File: config.mk
export PLATFORM = sky130hd
export DESIGN_NAME = mcf_rx_filter
export DESIGN_NICKNAME = d
export VERILOG_FILES = /design/src/rtl/mcf_rx_pkg.sv /design/src/rtl/mcf_da_match.sv /design/src/rtl/mcf_classify.sv /design/src/rtl/mcf_policy.sv /design/src/rtl/mcf_rx_filter.sv
export SDC_FILE = /design/constraint.sdc
export NUM_CORES = 1
export LEC_CHECK = 0
export ABC_CLOCK_PERIOD_IN_PS = 3640
export BUFFER_PORTS_ARGS = -buffer_cell sky130_fd_sc_hd__buf_2
export CELL_PAD_IN_SITES_DETAIL_PLACEMENT = 1
export CELL_PAD_IN_SITES_GLOBAL_PLACEMENT = 1
export CORE_MARGIN = 3
export CORE_UTILIZATION = 21
export CTS_CLUSTER_SIZE = 14
export DETAILED_ROUTE_END_ITERATION = 7
export GPL_TIMING_DRIVEN = 0
export PLACE_DENSITY_LB_ADDON = 0.1
export SLEW_MARGIN = 25
export SYNTH_ARGS = -nofsm -noshare
export SYNTH_HDL_FRONTEND = slang
export SYNTH_HIERARCHICAL = 1
export SYNTH_SLANG_ARGS = --single-unit
File: constraint.sdc
create_clock -name clk -period 3.64 [get_ports clk]
set_input_delay 0.364 -clock clk [delete_from_list [all_inputs] [get_ports clk]]
set_output_delay 0.364 -clock clk [all_outputs]
set_load 0.1 [all_outputs]
File: src/rtl/mcf_rx_pkg.sv
`timescale 1ns/1ps
// Package: mcf_rx_pkg
// Shared types for the MAC Control receive filter. Holds the pass-through
// mode encoding, the per-frame classification record and the verdict record.
package mcf_rx_pkg;

    // Pass-through selection; both upper codes mean "forward everything".
    typedef enum logic [1:0] {
        PASS_NONE     = 2'b00,
        PASS_NONPAUSE = 2'b01,
        PASS_ALL      = 2'b10,
        PASS_ALL_ALT  = 2'b11
    } pass_mode_e;

    // What the header says about the frame.
    typedef struct packed {
        logic is_ctrl;   // type/length marks a MAC Control frame
        logic is_pause;  // control frame carrying the Pause opcode
        logic da_hit;    // destination equals the reserved multicast address
    } frame_class_t;

    // Decision produced for one frame.
    typedef struct packed {
        logic fwd;
        logic drop;
        logic bad;
        logic pause;
    } verdict_t;

    localparam verdict_t VERDICT_IDLE = '{fwd: 1'b0, drop: 1'b0, bad: 1'b0, pause: 1'b0};

endpackage

File: src/rtl/mcf_da_match.sv
`timescale 1ns/1ps
// Module: mcf_da_match
// Compares a destination address with a fixed reserved address one octet
// lane at a time and reduces the lane results.
// Assumes: DA_W is a multiple of 8.
module mcf_da_match #(
    parameter int          DA_W    = 48,
    parameter logic [DA_W-1:0] RSVD_DA = 48'h0180_C200_0001
) (
    input  logic [DA_W-1:0] dst_addr,
    output logic            hit
);
    localparam int LANES = DA_W / 8;

    logic [LANES-1:0] lane_eq;

    // One comparator per octet lane.
    for (genvar g = 0; g < LANES; g++) begin : g_lane
        assign lane_eq[g] = (dst_addr[g*8 +: 8] == RSVD_DA[g*8 +: 8]);
    end

    // The address hits only when every lane agrees.
    assign hit = &lane_eq;

endmodule

File: src/rtl/mcf_classify.sv
`timescale 1ns/1ps
// Module: mcf_classify
// Works out from the parsed header whether the frame is a MAC Control frame,
// whether it is a Pause frame, and whether the destination is the reserved
// address. Purely combinational.
// Assumes: the header inputs are stable while the parser strobe is high.
module mcf_classify
    import mcf_rx_pkg::*;
#(
    parameter int               DA_W      = 48,
    parameter int               FLD_W     = 16,
    parameter logic [FLD_W-1:0] CTRL_TYPE = 16'h8808,
    parameter logic [FLD_W-1:0] PAUSE_OP  = 16'h0001,
    parameter logic [DA_W-1:0]  RSVD_DA   = 48'h0180_C200_0001
) (
    input  logic [DA_W-1:0]  dst_addr,
    input  logic [FLD_W-1:0] len_type,
    input  logic [FLD_W-1:0] opcode,
    output frame_class_t     cls
);
    logic da_hit;

    mcf_da_match #(
        .DA_W    (DA_W),
        .RSVD_DA (RSVD_DA)
    ) u_da (
        .dst_addr (dst_addr),
        .hit      (da_hit)
    );

    // Assemble the classification record.
    always_comb begin
        cls.is_ctrl  = (len_type == CTRL_TYPE);
        cls.is_pause = (len_type == CTRL_TYPE) && (opcode == PAUSE_OP);
        cls.da_hit   = da_hit;
    end

endmodule

File: src/rtl/mcf_policy.sv
`timescale 1ns/1ps
// Module: mcf_policy
// Applies the configured policy to a classified frame and yields the verdict.
// Exactly one of fwd/drop/bad is set. A pause is requested only for an
// accepted Pause frame while pausing is enabled.
// Assumes: the classification record matches the current header.
module mcf_policy
    import mcf_rx_pkg::*;
(
    input  frame_class_t cls,
    input  logic [1:0]   cfg_pass,
    input  logic         cfg_addr_chk,
    input  logic         cfg_pause_en,
    output verdict_t     vd
);
    pass_mode_e mode;
    logic       addr_ok;
    logic       pass_it;

    // Decode the pass-through mode into a forward decision for control frames.
    always_comb begin
        mode    = pass_mode_e'(cfg_pass);
        addr_ok = cls.da_hit || !cfg_addr_chk;
        unique case (mode)
            PASS_NONE:     pass_it = 1'b0;
            PASS_NONPAUSE: pass_it = !cls.is_pause;
            PASS_ALL,
            PASS_ALL_ALT:  pass_it = 1'b1;
            default:       pass_it = 1'b0;
        endcase
    end

    // Select the outcome for this frame.
    always_comb begin
        vd = VERDICT_IDLE;
        if (!cls.is_ctrl) begin
            vd.fwd = 1'b1;
        end else if (!addr_ok) begin
            vd.bad = 1'b1;
        end else begin
            vd.fwd   = pass_it;
            vd.drop  = !pass_it;
            vd.pause = cls.is_pause && cfg_pause_en;
        end
    end

endmodule

File: src/rtl/mcf_rx_filter.sv
`timescale 1ns/1ps
// Module: mcf_rx_filter (top)
// Receive-side MAC Control frame filter. Classifies each parsed header,
// applies the configured policy and registers the result, so every output
// is a one-cycle pulse on the clock after hdr_valid.
// Assumes: the header fields and configuration are stable while hdr_valid is high.
module mcf_rx_filter
    import mcf_rx_pkg::*;
#(
    parameter int               DA_W      = 48,
    parameter int               FLD_W     = 16,
    parameter logic [FLD_W-1:0] CTRL_TYPE = 16'h8808,
    parameter logic [FLD_W-1:0] PAUSE_OP  = 16'h0001,
    parameter logic [DA_W-1:0]  RSVD_DA   = 48'h0180_C200_0001
) (
    input  logic             clk,
    input  logic             rst_n,
    input  logic             hdr_valid,
    input  logic [DA_W-1:0]  dst_addr,
    input  logic [FLD_W-1:0] len_type,
    input  logic [FLD_W-1:0] opcode,
    input  logic [FLD_W-1:0] pause_param,
    input  logic [1:0]       cfg_pass,
    input  logic             cfg_addr_chk,
    input  logic             cfg_pause_en,
    output logic             fwd,
    output logic             drop,
    output logic             bad,
    output logic             pause_req,
    output logic [FLD_W-1:0] pause_quanta
);
    frame_class_t cls;
    verdict_t     vd_now;
    verdict_t     vd_q;
    logic [FLD_W-1:0] quanta_q;

    mcf_classify #(
        .DA_W      (DA_W),
        .FLD_W     (FLD_W),
        .CTRL_TYPE (CTRL_TYPE),
        .PAUSE_OP  (PAUSE_OP),
        .RSVD_DA   (RSVD_DA)
    ) u_cls (
        .dst_addr (dst_addr),
        .len_type (len_type),
        .opcode   (opcode),
        .cls      (cls)
    );

    mcf_policy u_pol (
        .cls          (cls),
        .cfg_pass     (cfg_pass),
        .cfg_addr_chk (cfg_addr_chk),
        .cfg_pause_en (cfg_pause_en),
        .vd           (vd_now)
    );

    // Register the verdict for one cycle; idle when no header is presented.
    always_ff @(posedge clk) begin
        if (!rst_n) begin
            vd_q     <= VERDICT_IDLE;
            quanta_q <= '0;
        end else if (hdr_valid) begin
            vd_q     <= vd_now;
            quanta_q <= vd_now.pause ? pause_param : '0;
        end else begin
            vd_q     <= VERDICT_IDLE;
            quanta_q <= '0;
        end
    end

    // Drive the outputs from the registered verdict.
    assign fwd          = vd_q.fwd;
    assign drop         = vd_q.drop;
    assign bad          = vd_q.bad;
    assign pause_req    = vd_q.pause;
    assign pause_quanta = quanta_q;

endmodule

# --- After elaboration in Yosys (flattened, before gate mapping) ---
# Cells that the tools add are included.
op_classes:
  eq_ne: 9
  muxes: 6
  reduce_logical: 15
op_table:
  columns: ["cell", "count"]
  rows:
  - ["equality test 16 x 1 -> 1 bit (second input constant)", 1]
  - ["equality test 16 bit (second input constant)", 1]
  - ["equality test 8 x 1 -> 1 bit (second input constant)", 2]
  - ["equality test 8 bit (second input constant)", 2]
  - ["zero test 8 bit", 2]
  - ["AND reduction 3 bit", 2]
  - ["AND reduction 6 bit", 1]
  - ["equality test 2 bit (second input constant)", 2]
  - ["2-to-1 mux 1 bit", 4]
  - ["AND reduction 4 bit", 1]
  - ["zero test 1 bit", 3]
  - ["case mux 1 bit (3 select lines)", 1]
  - ["equality test 2 x 1 -> 1 bit (second input constant)", 1]
  - ["logical AND 1 bit", 2]
  - ["zero test 2 bit", 1]
  - ["2-to-1 mux 2 bit", 1]
  - ["AND reduction 2 bit", 1]
  - ["OR reduction 2 bit", 1]
  - ["logical OR 1 bit", 1]
word_totals:
  reg_bits: 20
  input_bits: 103
  output_inout_bits: 20

# --- Depth between registers and ports, before layout ---
logic_depth:
  depth_word: 7
  depth_mapped: 8

# --- Hierarchy ---
# Netlist, hierarchy kept.
modules_own_cells:
  columns: ["mod", "n_inst", "cells_each", "area_per_inst_um2", "seq_area_each_um2"]
  rows:
  - ["mcf_rx_filter", 1, 45, 604.3, 400.4]
  - ["mcf_da_match", 1, 16, 148.9, 0.0]
  - ["mcf_classify", 1, 12, 97.6, 0.0]
  - ["mcf_policy", 1, 7, 58.8, 0.0]

# --- Worst setup path after synthesis ---
# No wires, ideal clock.
synth_timing:
  path_type: "input port to flip-flop"
  from: "input port dst_addr[41]"
  to: "register quanta_q[10], in the netlist pause_quanta[10]"
  t_arrival_ns: 1.678
  required_ns: 3.579
  path_slack_ns: 1.901
  path_stages: 8
  n_path_buf: 2
  cell_sequence: "nor4b_1 -> nand4_1 -> nor3_2 -> buf_4 -> nand2b_1 -> and4_2 -> buf_6 -> and4_1"
synth_rtl:
  columns: ["item", "line_no", "source"]
  rows:
  - ["start: declaration", "mcf_rx_filter.sv:19", "input logic [DA_W-1:0] dst_addr,"]
  - ["end signal: assignment", "mcf_rx_filter.sv:65", "quanta_q <= vd_now.pause ? pause_param : '0;"]
  - ["end: declaration", "mcf_rx_filter.sv:35", "logic [FLD_W-1:0] quanta_q;"]

==> results.txt <==
The hold buffer count at cts is 0. The number of remaining DRC errors is 0. The total congestion overflow after global routing is 0.

The final count of pins violating max slew is 0. The die width came out at roughly 72 um. In the synthesized netlist the async set-or-reset flop fraction comes to 0%. For this run, the share of the core covered by cells in the final layout is between 40% and 50%. The number of global-route vias before repair is around 1400. The post-synth design cell area came out at roughly 910 sq um. The number of antenna violations at the first check in global routing was 0. The post-placement setup slack is around 1500 ps. The most common flop cell mapped by yosys is sky130_fd_sc_hd__dfxtp_1. The net count of the finished layout is around 310. Synthesis produced 80 cells. The area of all placed cells without fillers came out at 1644 sq um.

The number of enable flip-flop cells after synthesis came out at 0. The mean cell area of the mapped netlist came out at between 10 and 15 sq um. The first TritonRoute pass finished after 2 iterations. The final critical path takes up 50.05% of the cycle.

The floorplan row count came out at 23. The worst setup path is launched from an input pin. The setup violation total in the final timing report is 0. The congestion estimate from routability-driven global placement came to around 0.74.

The Yosys warning count came out at 6. The height of the die is just over 70 um. The largest voltage drop on the vdd net is between 0.0001 and 0.00015 V. The count of unique library cells instantiated by Yosys came out at 25. In the final timing run, aggregate negative setup slack is 0 ps.

TritonCTS built the clock tree. The worst slew margin relative to its limit came out at between 60% and 70%. CTS placed an instance of sky130_fd_sc_hd__clkbuf_8 at the clock tree root. The flow ran to the end, and the final reports show no timing, DRC or antenna violations.

The kind of critical path is input pin to flop. The detailed-routing wirelength on met1 is about 1300 um. The initial core utilization is 22.26%. The count of H-tree levels built during CTS is 1.

The largest net degree at the start of global routing is 13. The total power of the final layout came out at 0.5149 mW. Sorting the synthesized cells by area gives the leading types as sky130_fd_sc_hd__dfxtp_1 (44%), sky130_fd_sc_hd__and4_1 (11%), sky130_fd_sc_hd__and4_2 (9.9%), sky130_fd_sc_hd__nor4_1 (6.9%), sky130_fd_sc_hd__nor4b_2 (6.6%). In this run, the number of DRC markers left after iteration 0 of detailed routing was 17. Buffers added to address setup during post-CTS repair amount to 0.

Signal routing reaches up to met4. The area growth from synthesis to layout is 80.74%. The finished layout holds between 200 and 300 standard cells, fillers aside. The total track usage came out at between 10% and 20%.

The met3 routed wirelength came out at between 300 and 400 um. The final routed wire length divided by cell count is 14.90 um. After legalization and detailed placement, the total HPWL measured 3393 um.

The share of post-route cells with drive strength above 1 came out at between 70% and 80%. The number of gates resized after cts is 0. Setup slack on the critical path of the routed design comes to between 1500 and 2000 ps.

The slew at the pin closest to its max-slew limit came out at 496.9 ps. The number of buffers inserted during clock tree synthesis is 3. Once placement completed, the tool counted placed cells totaling 250.

The wire length of the first global-routing pass came out at between 5000 and 6000 um. The clock passes through at most 2 buffers. The worst setup path is captured at a flop.

The biggest fanout along the worst timing path came out at 10. The power density over the cells came out at about 310 nW/um^2. In this run the worst hold path is classified as input pin to flop. The total of buffers placed on input and output ports is 120. The count of maximum capacitance violations came out at 0. The floorplan step defined a die boundary enclosing around 5200 sq um.

The clock net sink count came out at 20. The worst hold path cell count is 2. The highest clock rate is around 550 MHz.

The worst hold margin is approximately 370 ps. The endpoint arrival time on the critical path came out at roughly 2000 ps. In this run, synthesis produced a sequential element count of 20.

Setup repair after global routing left no endpoint under its margin. The post-synthesis sequential area ratio came out at about 44%. The worst hold path begins at pause_param[9]. The total detailed-routing wirelength came out at 3785 um. The cell area reported after detailed placement is between 1500 and 2000 sq um.

In the post-synthesis netlist, the cell with the most instances is sky130_fd_sc_hd__dfxtp_1. The antenna diode instance count is 0. The number of placed I/O pins is ~120. The final route contains 1192 vias. The capture endpoint of the worst hold path is pause_quanta[9]. In this run the static leakage power is roughly 0.87 nW. Once detail routing completed, the nets flagged for antenna violations numbered 0. The required time at the worst-slack endpoint came out at around 3800 ps. The total nets after synthesis is 183. The total area inside the core boundary comes to 4086 sq um. The share of Yosys cell area claimed by the top area cell type came out at 44.02%. In the detailed route, the total length drawn on met2 is between 2000 and 2500 um. The clock-pin transition on the worst setup and hold timing paths is 80 ps. The biggest area contributor in the post-synthesis netlist is sky130_fd_sc_hd__dfxtp_1. Counting instances in the post-synthesis netlist gives the leading cell types as sky130_fd_sc_hd__dfxtp_1 (20), sky130_fd_sc_hd__and4_1 (11), sky130_fd_sc_hd__nor4_1 (10). The final count of hold timing violations came to 0. The number of vias per cell is approximately 4.7. The clock period minus final worst setup slack is about 1800 ps.
==> cell families (layout without fill, tap and decap cells) <==
family | after synthesis | count (layout) | share of synthesized area, %
AO/OA/AOI/OAI | 1 | 1 | 0.6882
buffers and inverters | 7 | 131 | 4.401
AND/OR/NAND/NOR | 52 | 52 | 50.89
flip-flops | 20 | 20 | 44.02
==> cell type report <==
| cell class | count | area, sq um |
|---|---|---|
| fillers | 508 | 2442 |
| repair buffers | 120 | 600.6 |
| multi-input cells | 53 | 469.2 |
| flip-flops and latches | 20 | 400.4 |
| well taps | 50 | 62.56 |
| clock buffers | 3 | 41.29 |
| plain buffers | 6 | 36.28 |
| clock inverters | 1 | 30.03 |
| inverters | 1 | 3.754 |
==> worst max-delay path by stage <==
stage                     cells past startpoint  slack, ps         start                to
after floorplan                               8       1900  dst_addr[41]  pause_quanta[10]
after global placement                        9       1570  dst_addr[41]   pause_quanta[6]
after detailed placement                      9       1510  dst_addr[41]   pause_quanta[6]
after CTS                                     9       1790  dst_addr[41]   pause_quanta[6]
after global routing                          9       1690   dst_addr[5]   pause_quanta[8]
final                                         9       1820  dst_addr[41]   pause_quanta[6]
==> worst max-delay path, cell delays in order <==
cell                       delay [ps]
sky130_fd_sc_hd__buf_2            100
sky130_fd_sc_hd__nor4b_1          310
sky130_fd_sc_hd__nand4_1          160
sky130_fd_sc_hd__nor3_2           170
sky130_fd_sc_hd__buf_4            120
sky130_fd_sc_hd__nand2b_1         110
sky130_fd_sc_hd__and4_2           320
sky130_fd_sc_hd__buf_6            150
sky130_fd_sc_hd__and4_1           200
==> power by group <==
part | total (mW) | internal, mW | switching (mW)
sequential | 0.219 | 0.219 | 0.000137
clock | 0.221 | 0.147 | 0.0742
combinational | 0.0747 | 0.0451 | 0.0296
==> registers in the layout, summed over array words and instances (netlist names) <==
signal	count
fwd	1
drop	1
pause_quanta	16
bad	1
pause_req	1
==> layer usage <==
metal | track usage (%) | vias to the layer above
met3 | 4.067 | 10
met5 | 0 | -
met2 | 28.47 | 78
met4 | 6.054 | 0
li1 | - | 577
met1 | 13.28 | 527
==> layout by cell type (no fill, tap or decap), types with 2 or more instances in the layout <==
cell,netlist,layout
sky130_fd_sc_hd__buf_2,1,121
sky130_fd_sc_hd__dfxtp_1,20,20
sky130_fd_sc_hd__and4_1,11,11
sky130_fd_sc_hd__nor4_1,10,10
sky130_fd_sc_hd__and4_2,9,9
sky130_fd_sc_hd__nor4b_2,4,4
sky130_fd_sc_hd__and3_1,3,3
sky130_fd_sc_hd__clkbuf_8,0,3
sky130_fd_sc_hd__nand4_1,3,3
sky130_fd_sc_hd__clkbuf_1,2,2
sky130_fd_sc_hd__nor4_2,2,2
Note: power is estimated with default switching activity, not from simulation.
